### src/rtl/pendres_pkg.sv
package pendres_pkg;
  localparam int LOCAL_W    = 8;
  localparam int BANK_W     = 32;
  localparam int SC1_N      = 5;
  localparam int SC2_N      = 6;
  localparam int SUM1_POS   = LOCAL_W;
  localparam int SUM2_POS   = LOCAL_W + 1;
  localparam int SC1_LO     = LOCAL_W + 2;
  localparam int SC2_LO     = SC1_LO + SC1_N;
  localparam int BASIC_USED = SC2_LO + SC2_N;
  localparam int BANK1_BASE = LOCAL_W;
  localparam int BANK2_BASE = BANK1_BASE + BANK_W;
  localparam int NUM_SRC    = BANK2_BASE + BANK_W;
  localparam int NUM_W      = $clog2(NUM_SRC);
  localparam int BANK_IDX_W = $clog2(BANK_W);

  typedef struct packed {
    logic localHit;
    logic sc1Hit;
    logic sc2Hit;
    logic bank1Hit;
    logic bank2Hit;
  } stageHit_t;

  typedef struct packed {
    logic pickLocal;
    logic pickSc1;
    logic pickSc2;
    logic pickBank1;
    logic pickBank2;
  } pickStrobe_t;

  // bank source index mirrored by shortcut slot k of the given bank
  function automatic int scSrc(input int bank, input int k);
    int r;
    r = 0;
    if (bank == 0) begin
      case (k)
        0: r = 7;
        1: r = 9;
        2: r = 10;
        3: r = 18;
        default: r = 19;
      endcase
    end else begin
      r = (k < 5) ? 21 + k : 30;
    end
    return r;
  endfunction

  function automatic int scCount(input int bank);
    return (bank == 0) ? SC1_N : SC2_N;
  endfunction

  function automatic logic [BANK_W-1:0] scMask(input int bank);
    logic [BANK_W-1:0] m;
    m = '0;
    for (int k = 0; k < scCount(bank); k++) m[scSrc(bank, k)] = 1'b1;
    return m;
  endfunction

  function automatic bit isShortcut(input int bank, input int idx);
    bit r;
    r = 1'b0;
    for (int k = 0; k < scCount(bank); k++) if (scSrc(bank, k) == idx) r = 1'b1;
    return r;
  endfunction

  function automatic int bankBase(input int bank);
    return BANK1_BASE + bank * BANK_W;
  endfunction
endpackage

### src/rtl/pendres_lowset.sv
module pendres_lowset #(
  parameter int W     = 8,
  parameter int IDX_W = (W > 1) ? $clog2(W) : 1
) (
  input  logic [W-1:0]     vec,
  output logic             found,
  output logic [IDX_W-1:0] idx
);
  always_comb begin
    found = |vec;
    idx   = '0;
    for (int i = W - 1; i >= 0; i--) begin
      if (vec[i]) idx = IDX_W'(i);
    end
  end
endmodule

### src/rtl/pendres_dp.sv
module pendres_dp
  import pendres_pkg::*;
#(
  parameter int BASIC_IN_W = 32
) (
  input  logic                  clk,
  input  logic                  rstN,
  input  logic [BASIC_IN_W-1:0] basicIn,
  input  logic [BANK_W-1:0]     bank1In,
  input  logic [BANK_W-1:0]     bank2In,
  input  pickStrobe_t           strobe,
  output stageHit_t             hit,
  output logic [NUM_W-1:0]      numQ
);
  localparam int SC_IDX_W = 3;

  logic [BASIC_USED-1:0] basicUsed;
  assign basicUsed = basicIn[BASIC_USED-1:0];

  // local sources
  logic                    localFound;
  logic [$clog2(LOCAL_W)-1:0] localIdx;
  pendres_lowset #(.W(LOCAL_W)) uLocal (
    .vec(basicUsed[LOCAL_W-1:0]), .found(localFound), .idx(localIdx));

  // shortcut slots, lowest slot first
  logic                sc1Found, sc2Found;
  logic [SC_IDX_W-1:0] sc1Slot, sc2Slot;
  pendres_lowset #(.W(SC1_N), .IDX_W(SC_IDX_W)) uSc1 (
    .vec(basicUsed[SC1_LO +: SC1_N]), .found(sc1Found), .idx(sc1Slot));
  pendres_lowset #(.W(SC2_N), .IDX_W(SC_IDX_W)) uSc2 (
    .vec(basicUsed[SC2_LO +: SC2_N]), .found(sc2Found), .idx(sc2Slot));

  logic [NUM_W-1:0] sc1Num, sc2Num;
  always_comb begin
    sc1Num = NUM_W'(BANK1_BASE + scSrc(0, int'(sc1Slot)));
    sc2Num = NUM_W'(BANK2_BASE + scSrc(1, int'(sc2Slot)));
  end

  // full bank scans with shortcut sources removed
  logic [1:0]       bankHitV;
  logic [NUM_W-1:0] bankNum [2];

  for (genvar b = 0; b < 2; b++) begin : gBank
    logic [BANK_W-1:0]     word;
    logic [BANK_W-1:0]     masked;
    logic                  found;
    logic [BANK_IDX_W-1:0] idx;
    assign word   = (b == 0) ? bank1In : bank2In;
    assign masked = word & ~scMask(b);
    pendres_lowset #(.W(BANK_W)) uFind (.vec(masked), .found(found), .idx(idx));
    assign bankHitV[b] = basicUsed[SUM1_POS + b] & found;
    assign bankNum[b]  = NUM_W'(bankBase(b)) + NUM_W'(idx);
  end

  always_comb begin
    hit.localHit = localFound;
    hit.sc1Hit   = sc1Found;
    hit.sc2Hit   = sc2Found;
    hit.bank1Hit = bankHitV[0];
    hit.bank2Hit = bankHitV[1];
  end

  logic [NUM_W-1:0] nextNum;
  always_comb begin
    nextNum = ({NUM_W{strobe.pickLocal}} & NUM_W'(localIdx))
            | ({NUM_W{strobe.pickSc1}}   & sc1Num)
            | ({NUM_W{strobe.pickSc2}}   & sc2Num)
            | ({NUM_W{strobe.pickBank1}} & bankNum[0])
            | ({NUM_W{strobe.pickBank2}} & bankNum[1]);
  end

  always_ff @(posedge clk or negedge rstN) begin
    if (!rstN) numQ <= '0;
    else       numQ <= nextNum;
  end

  // a pending local source always wins the control's choice
  assert_local_first_R4: assert property (@(posedge clk) disable iff (!rstN)
    (|basicUsed[LOCAL_W-1:0]) |-> strobe.pickLocal);

  // a local pick lands in the local range one cycle later
  assert_local_range_R4: assert property (@(posedge clk) disable iff (!rstN)
    strobe.pickLocal |=> (numQ < NUM_W'(LOCAL_W)));

  // bank-two shortcut picks land at or above the bank-two base
  assert_sc2_range_R6: assert property (@(posedge clk) disable iff (!rstN)
    strobe.pickSc2 |=> (numQ >= NUM_W'(BANK2_BASE)));

  // the bank-one scan is never chosen without its summary bit
  assert_summary_gate_R7: assert property (@(posedge clk) disable iff (!rstN)
    !basicUsed[SUM1_POS] |-> !strobe.pickBank1);

  // a bank-one scan result is inside bank one and never a shortcut source
  assert_bank1_noshort_R7: assert property (@(posedge clk) disable iff (!rstN)
    strobe.pickBank1 |=> (numQ >= NUM_W'(BANK1_BASE) && numQ < NUM_W'(BANK2_BASE)
                          && !isShortcut(0, int'(numQ) - BANK1_BASE)));

  // the bank-two scan is never chosen without its summary bit
  assert_summary_gate_R8: assert property (@(posedge clk) disable iff (!rstN)
    !basicUsed[SUM2_POS] |-> !strobe.pickBank2);
endmodule

### src/rtl/pendres_ctrl.sv
module pendres_ctrl
  import pendres_pkg::*;
(
  input  logic        clk,
  input  logic        rstN,
  input  stageHit_t   hit,
  output pickStrobe_t strobe,
  output logic        validQ
);
  always_comb begin
    strobe = '0;
    if (hit.localHit)      strobe.pickLocal = 1'b1;
    else if (hit.sc1Hit)   strobe.pickSc1   = 1'b1;
    else if (hit.sc2Hit)   strobe.pickSc2   = 1'b1;
    else if (hit.bank1Hit) strobe.pickBank1 = 1'b1;
    else if (hit.bank2Hit) strobe.pickBank2 = 1'b1;
  end

  always_ff @(posedge clk or negedge rstN) begin
    if (!rstN) validQ <= 1'b0;
    else       validQ <= |strobe;
  end

  // any stage hit shows up as valid on the next cycle
  assert_hit_to_valid_R2: assert property (@(posedge clk) disable iff (!rstN)
    (hit != '0) |=> validQ);

  // with no stage hit, valid is low on the next cycle
  assert_nohit_invalid_R9: assert property (@(posedge clk) disable iff (!rstN)
    (hit == '0) |=> !validQ);
endmodule

### src/rtl/pend_resolver.sv
module pend_resolver
  import pendres_pkg::*;
#(
  parameter int BASIC_IN_W = 32
) (
  input  logic                  clk,
  input  logic                  rstN,
  input  logic [BASIC_IN_W-1:0] basicPend,
  input  logic [BANK_W-1:0]     bankOnePend,
  input  logic [BANK_W-1:0]     bankTwoPend,
  output logic                  irqValid,
  output logic [NUM_W-1:0]      irqNum
);
  stageHit_t   hit;
  pickStrobe_t strobe;

  pendres_dp #(.BASIC_IN_W(BASIC_IN_W)) uDp (
    .clk(clk), .rstN(rstN), .basicIn(basicPend), .bank1In(bankOnePend),
    .bank2In(bankTwoPend), .strobe(strobe), .hit(hit), .numQ(irqNum));

  pendres_ctrl uCtrl (
    .clk(clk), .rstN(rstN), .hit(hit), .strobe(strobe), .validQ(irqValid));

  // the number register reads zero whenever valid is low
  assert_none_zero_R9: assert property (@(posedge clk) disable iff (!rstN)
    !irqValid |-> (irqNum == '0));

  // an all-zero used field of the basic word gives no valid result
  assert_idle_basic_R3: assert property (@(posedge clk) disable iff (!rstN)
    !$past(|basicPend[BASIC_USED-1:0]) |-> !irqValid);
endmodule

### config.mk
export PLATFORM = sky130hd
export DESIGN_NAME = pend_resolver
export DESIGN_NICKNAME = d
export VERILOG_FILES = /design/src/rtl/pendres_pkg.sv /design/src/rtl/pendres_lowset.sv /design/src/rtl/pendres_dp.sv /design/src/rtl/pendres_ctrl.sv /design/src/rtl/pend_resolver.sv
export SDC_FILE = /design/constraint.sdc
export NUM_CORES = 1
export LEC_CHECK = 0
export BUFFER_PORTS_ARGS = -buffer_cell sky130_fd_sc_hd__buf_2
export CORE_AREA = 4 4 75 59
export CTS_CLUSTER_DIAMETER = 100
export CTS_CLUSTER_SIZE = 8
export DETAILED_ROUTE_END_ITERATION = 12
export DIE_AREA = 0 0 79 63
export PLACE_DENSITY_LB_ADDON = 0.25
export SLEW_MARGIN = 10
export SYNTH_ARGS = -nofsm -noshare
export SYNTH_HDL_FRONTEND = slang
export SYNTH_HIERARCHICAL = 1
export SYNTH_SLANG_ARGS = --single-unit
### constraint.sdc
create_clock -name clk -period 0.8 [get_ports clk]
set_input_delay 0.08 -clock clk [delete_from_list [all_inputs] [get_ports clk]]
set_output_delay 0.08 -clock clk [all_outputs]
set_load 0.03 [all_outputs]
After elaboration in Yosys (flattened, before gate mapping) --
Cells that the tools add are included.
Operators by class: add/sub/neg operators 5, mux-type cells 83, reductions and logical operators 7, order comparisons 1, equality and inequality tests 3, bitwise operators 11
Operators by type and width (count):
- $mux 5 | 53
- $mux 3 | 20
- $and 7x7->7 | 4
- $or 7x7->7 | 4
- $reduce_or 27->1 | 1
- $reduce_or 26->1 | 1
- $pmux 5 s4 | 1
- $add 4x5->6 const A | 2
- $reduce_or 5->1 | 2
- $reduce_or 8->1 | 1
- $add 6x5->7 const A | 1
- $add 7x7->7 const A | 1
- $and 7x3->7 | 1
- $mux 7 | 1
- $add 5x3->6 const A | 1
- $eq 3x2->1 const B | 2
- $mux 1 | 6
- $reduce_or 6->1 | 1
- $mux 4 | 1
- $eq 3x1->1 const B | 1
- $logic_not 3->1 | 1
- $lt 3x3->1 const B | 1
- $and 1x1->1 | 2
- $mux 2 | 1
Word-level totals: output and inout port bits 8, bits of input ports 98, register bits after elaboration 8, logic and storage cells 112

Depth between registers and ports, before layout --
depth in word-level cells 31, depth in mapped cells 10, gate-level depth less buffers 10

By module --
Netlist, hierarchy kept.
By module, submodules not included:
- pendres_lowset (uDp.gBank[0].uFind ...) | times used 2, cells an instance 65, area an instance 385.4 um2, seq. area each 0.0 um2
- pendres_dp | times used 1, cells an instance 49, area an instance 476.7 um2, seq. area each 175.2 um2
- pendres_lowset (uDp.uLocal) | times used 1, cells an instance 13, area an instance 81.3 um2, seq. area each 0.0 um2
- pendres_ctrl | times used 1, cells an instance 8, area an instance 80.1 um2, seq. area each 25.0 um2
- pendres_lowset (uDp.uSc2) | times used 1, cells an instance 10, area an instance 52.6 um2, seq. area each 0.0 um2
- pendres_lowset (uDp.uSc1) | times used 1, cells an instance 8, area an instance 48.8 um2, seq. area each 0.0 um2

Worst setup path after synthesis --
No wires, ideal clock.
path kind input to register, from input basicPend[15], to register uDp.numQ[2], arrival 2.012 ns, buffers on the path 1, path slack -1.322 ns, required time 0.690 ns, cell stages on the path 7, setup time 0.110 ns, path through or4_1 > or3_1 > buf_4 > nor4b_1 > a222oi_1 > o31a_1 > o41ai_1
RTL lines:
- from (decl) | RTL line pend_resolver.sv:8 | input logic [BASIC_IN_W-1:0] basicPend,
- to (signal assigned) | RTL line pendres_dp.sv:75 | else numQ <= nextNum;
- to (decl) | RTL line pendres_dp.sv:13 | output logic [NUM_W-1:0] numQ

Final worst setup path --
from input bankOnePend[23], to register uDp.numQ[4]
On the way: cells in the longest elaborated chain, start to end 23, elaborated cells between the ends (all ways) 31, those cells by class add/sub (1); mux (24); bitwise (5); reduce/logical (1)
RTL lines:
- from (decl) | RTL line pend_resolver.sv:9 | input logic [BANK_W-1:0] bankOnePend,
- $mux 5 (19 in a row) | RTL line pendres_lowset.sv:13 | if (vec[i]) idx = IDX_W'(i);
- net uDp.gBank[0].idx[3] | RTL line pendres_dp.sv:48 | logic [BANK_IDX_W-1:0] idx;
- $add 4x5->6 | RTL line pendres_dp.sv:53 | assign bankNum[b] = NUM_W'(bankBase(b)) + NUM_W'(idx);
- $and 7x7->7 | RTL line pendres_dp.sv:69 | | ({NUM_W{strobe.pickBank1}} & bankNum[0])
- $or 7x7->7 | RTL line pendres_dp.sv:69
- $or 7x7->7 | RTL line pendres_dp.sv:70 | | ({NUM_W{strobe.pickBank2}} & bankNum[1]);
- net uDp.nextNum[4] | RTL line pendres_dp.sv:64 | logic [NUM_W-1:0] nextNum;
The timed path passes the listed nets, and every way through them passes these cells.

==> metrics.cfg <==
[job]
maxCapViolations=0

[yosys]
synth.most_common_cell=nor2_1
synth.ff_latch_count=8
synth.distinct_cells=42
synthTopCellsByCount=nor2_1 (29), inv_1 (19), a21oi_1 (17), nor4_1 (14), nor3_1 (12)
syn_area_per_cell_um2=6.93
syn_inst=218
synth_largest_area_cell=dfrtp_1
synthArstFlopShare=1.00
yosys-top-cells-area=dfrtp_1 (13%), nor2_1 (7.2%), nor4_1 (5.8%), a21oi_1 (5.6%), inv_1 (4.7%)
synthFlopType=dfrtp_1
yosys_warnings=6
synth.top_cell.area_share=0.133
synth_edf_count=0
netlist_area_mm2=0.00151
ys_seq_area_frac=0.133

[detailed_routing]
drtIter0Drc=197
viasPerCell=5.06
post_drt_wl_per_cell_um=13.1
ant_nets=0
dr.pass1.iters=5
drc=0
detail_route.wirelength_um=6330
vias=2445

[critical_path]
worstSetupEndpoint=uDp/numQ[4]
cp.arrival_ps=1920
start_kind=input port
endpoint_kind=flip-flop
startpoint=bankOnePend[23]
crit_type=in -> reg
crit_required_ps=880
cp_max_fo=2

[grt]
grt_pass1_wl_um=10000
grt_max_degree=9
grt_use_total=0.246
overflow=0
antenna_found_initial=0
grt_pass1_vias=2375

[clock_network]
clock_sinks=8
cts_buffers=3
path_clk_slew_ps=40
clock_path_buffers=2
cts_tree=yes
clock-root-buffer=clkbuf_8
cts_max_level=1

[floorplan]
ios=106
initial_core_util=0.413
die_w_um=79
rows=19
die_area_mm2=0.00498
coreArea_mm2=0.00366
fp.dieH_um=63

[placement]
place_congestion=0.934
pre_cts_ws_ps=-1320
numPlacedInstances=473
io_buffers=83
dp_hpwl_um=5190

[timing]
hold_viol=0
fin_crit_ps=1840
setup_viol=13
period_share=2.30
maxSlewViolCount=0
setup-tns-final_ps=-7430
fmaxAchievable_mhz=543
rsz0062_at_grt=true
fin_ws_ps=-1040

[final_layout]
fill_cells=262
final_layout_size_suffix_gt1_frac=0.483
register_area_um2=200
antenna_cells=0
fin_cells=483
finalNetCount=535
multi_input_area_mm2=0.00147
synthToLayoutAreaGrowth_pct=102
final_util=0.835

[power_and_ir_drop]
vdd_drop_max_uv=639
p_leak_nw=1.56
power_w=0.00193
p_per_area_mw_per_mm2=631

[status]
status=finished with violations
violations=setup timing

[min_path]
hp-start=basicPend[9]
hold_path.class=in -> reg

-- logic make-up after synthesis --
kind of cell	synth area share
AOI/OAI and AO/OA	0.312
xor gates and xnor gates	0.00580
and+or+nand+nor	0.447
adders and majority gates	0.0331
other	0.00248
DFF	0.133
buffers and inverters	0.0671
-- through the flow --
step | hold WS (ps) | instance area (um^2)
after global placement | -76.8 | 2790
after global routing | 242 | 3060
after detailed placement | -74.9 | 2790
after floorplan | -216 | 1690
after CTS | 228 | 2960
final | 233 | 3060
-- power breakdown --
group	internal [W]	total (W)	switching (W)
logic	0.000557	0.00103	0.000475
registers	0.000415	0.000421	0.00000508
clock network	0.000325	0.000475	0.000150
total	0.00130	0.00193	0.000630
-- state kept, by name, summed over array words and instances (netlist names) --
| register | cells |
|---|---|
| uCtrl/validQ | 1 |
| uDp/numQ | 7 |
-- placed cells by master, fill, tap and decap left out, types with 5 or more instances in the layout --
cell and n:
buf_2 70, buf_6 14, nor3b_1 6, a21oi_1 16, inv_1 19, or4_4 5
o31ai_1 8, nand2b_1 5, buf_4 92, o21ai_0 7, nor2b_1 5, conb_1 38
nor2_1 28, a222oi_1 5, nand2_1 9, nor4_1 10, dfrtp_1 8, nor3_1 12
-- cell type report --
class	count	share of cell area
multi-input combinational	224	0.481
timing repair buffer	177	0.396
sequential	8	0.0655
inverter	19	0.0233
tap	52	0.0213
clock buffer	3	0.0135
-- worst min-delay path by stage --
stage / to / slack [ps] / depth (start not counted)
floorplan: uCtrl/validQ / -220 / 0
global placement: uCtrl/validQ / -80 / 1
detailed placement: uCtrl/validQ / -70 / 1
CTS: uDp/numQ[0] / 230 / 2
global route: uCtrl/validQ / 240 / 3
finish: uCtrl/validQ / 230 / 3
-- worst max-delay path, cell delays in order --
cell,delay (ps)
buf_6,90
or4_4,550
buf_4,160
nor2_2,90
nand2_1,80
a21oi_2,140
ha_1,250
a222oi_1,340
nand2_1,140
-- metal layers --
| metal | vias up | global-route usage | part of all wire |
|---|---|---|---|
| met5 | - | 0 | 0 |
| met4 | 0 | 0.0794 | 0.022 |
| met3 | 18 | 0.0317 | 0.062 |
| met2 | 106 | 0.429 | 0.49 |
| met1 | 1088 | 0.311 | 0.43 |
| li1 | 1233 | - | - |
-- repair_timing --
| item | in CTS | in global routing |
|---|---|---|
| resized for setup | 23 | 15 |
| endpoints found under the setup margin | 16 | 16 |
| endpoints found under the hold margin | 8 | 0 |
| hold buffers | 1 | 0 |
| pin swaps | 6 | 15 |
| buffers inserted | 3 | 3 |
Power figures use the tool's default switching activity.
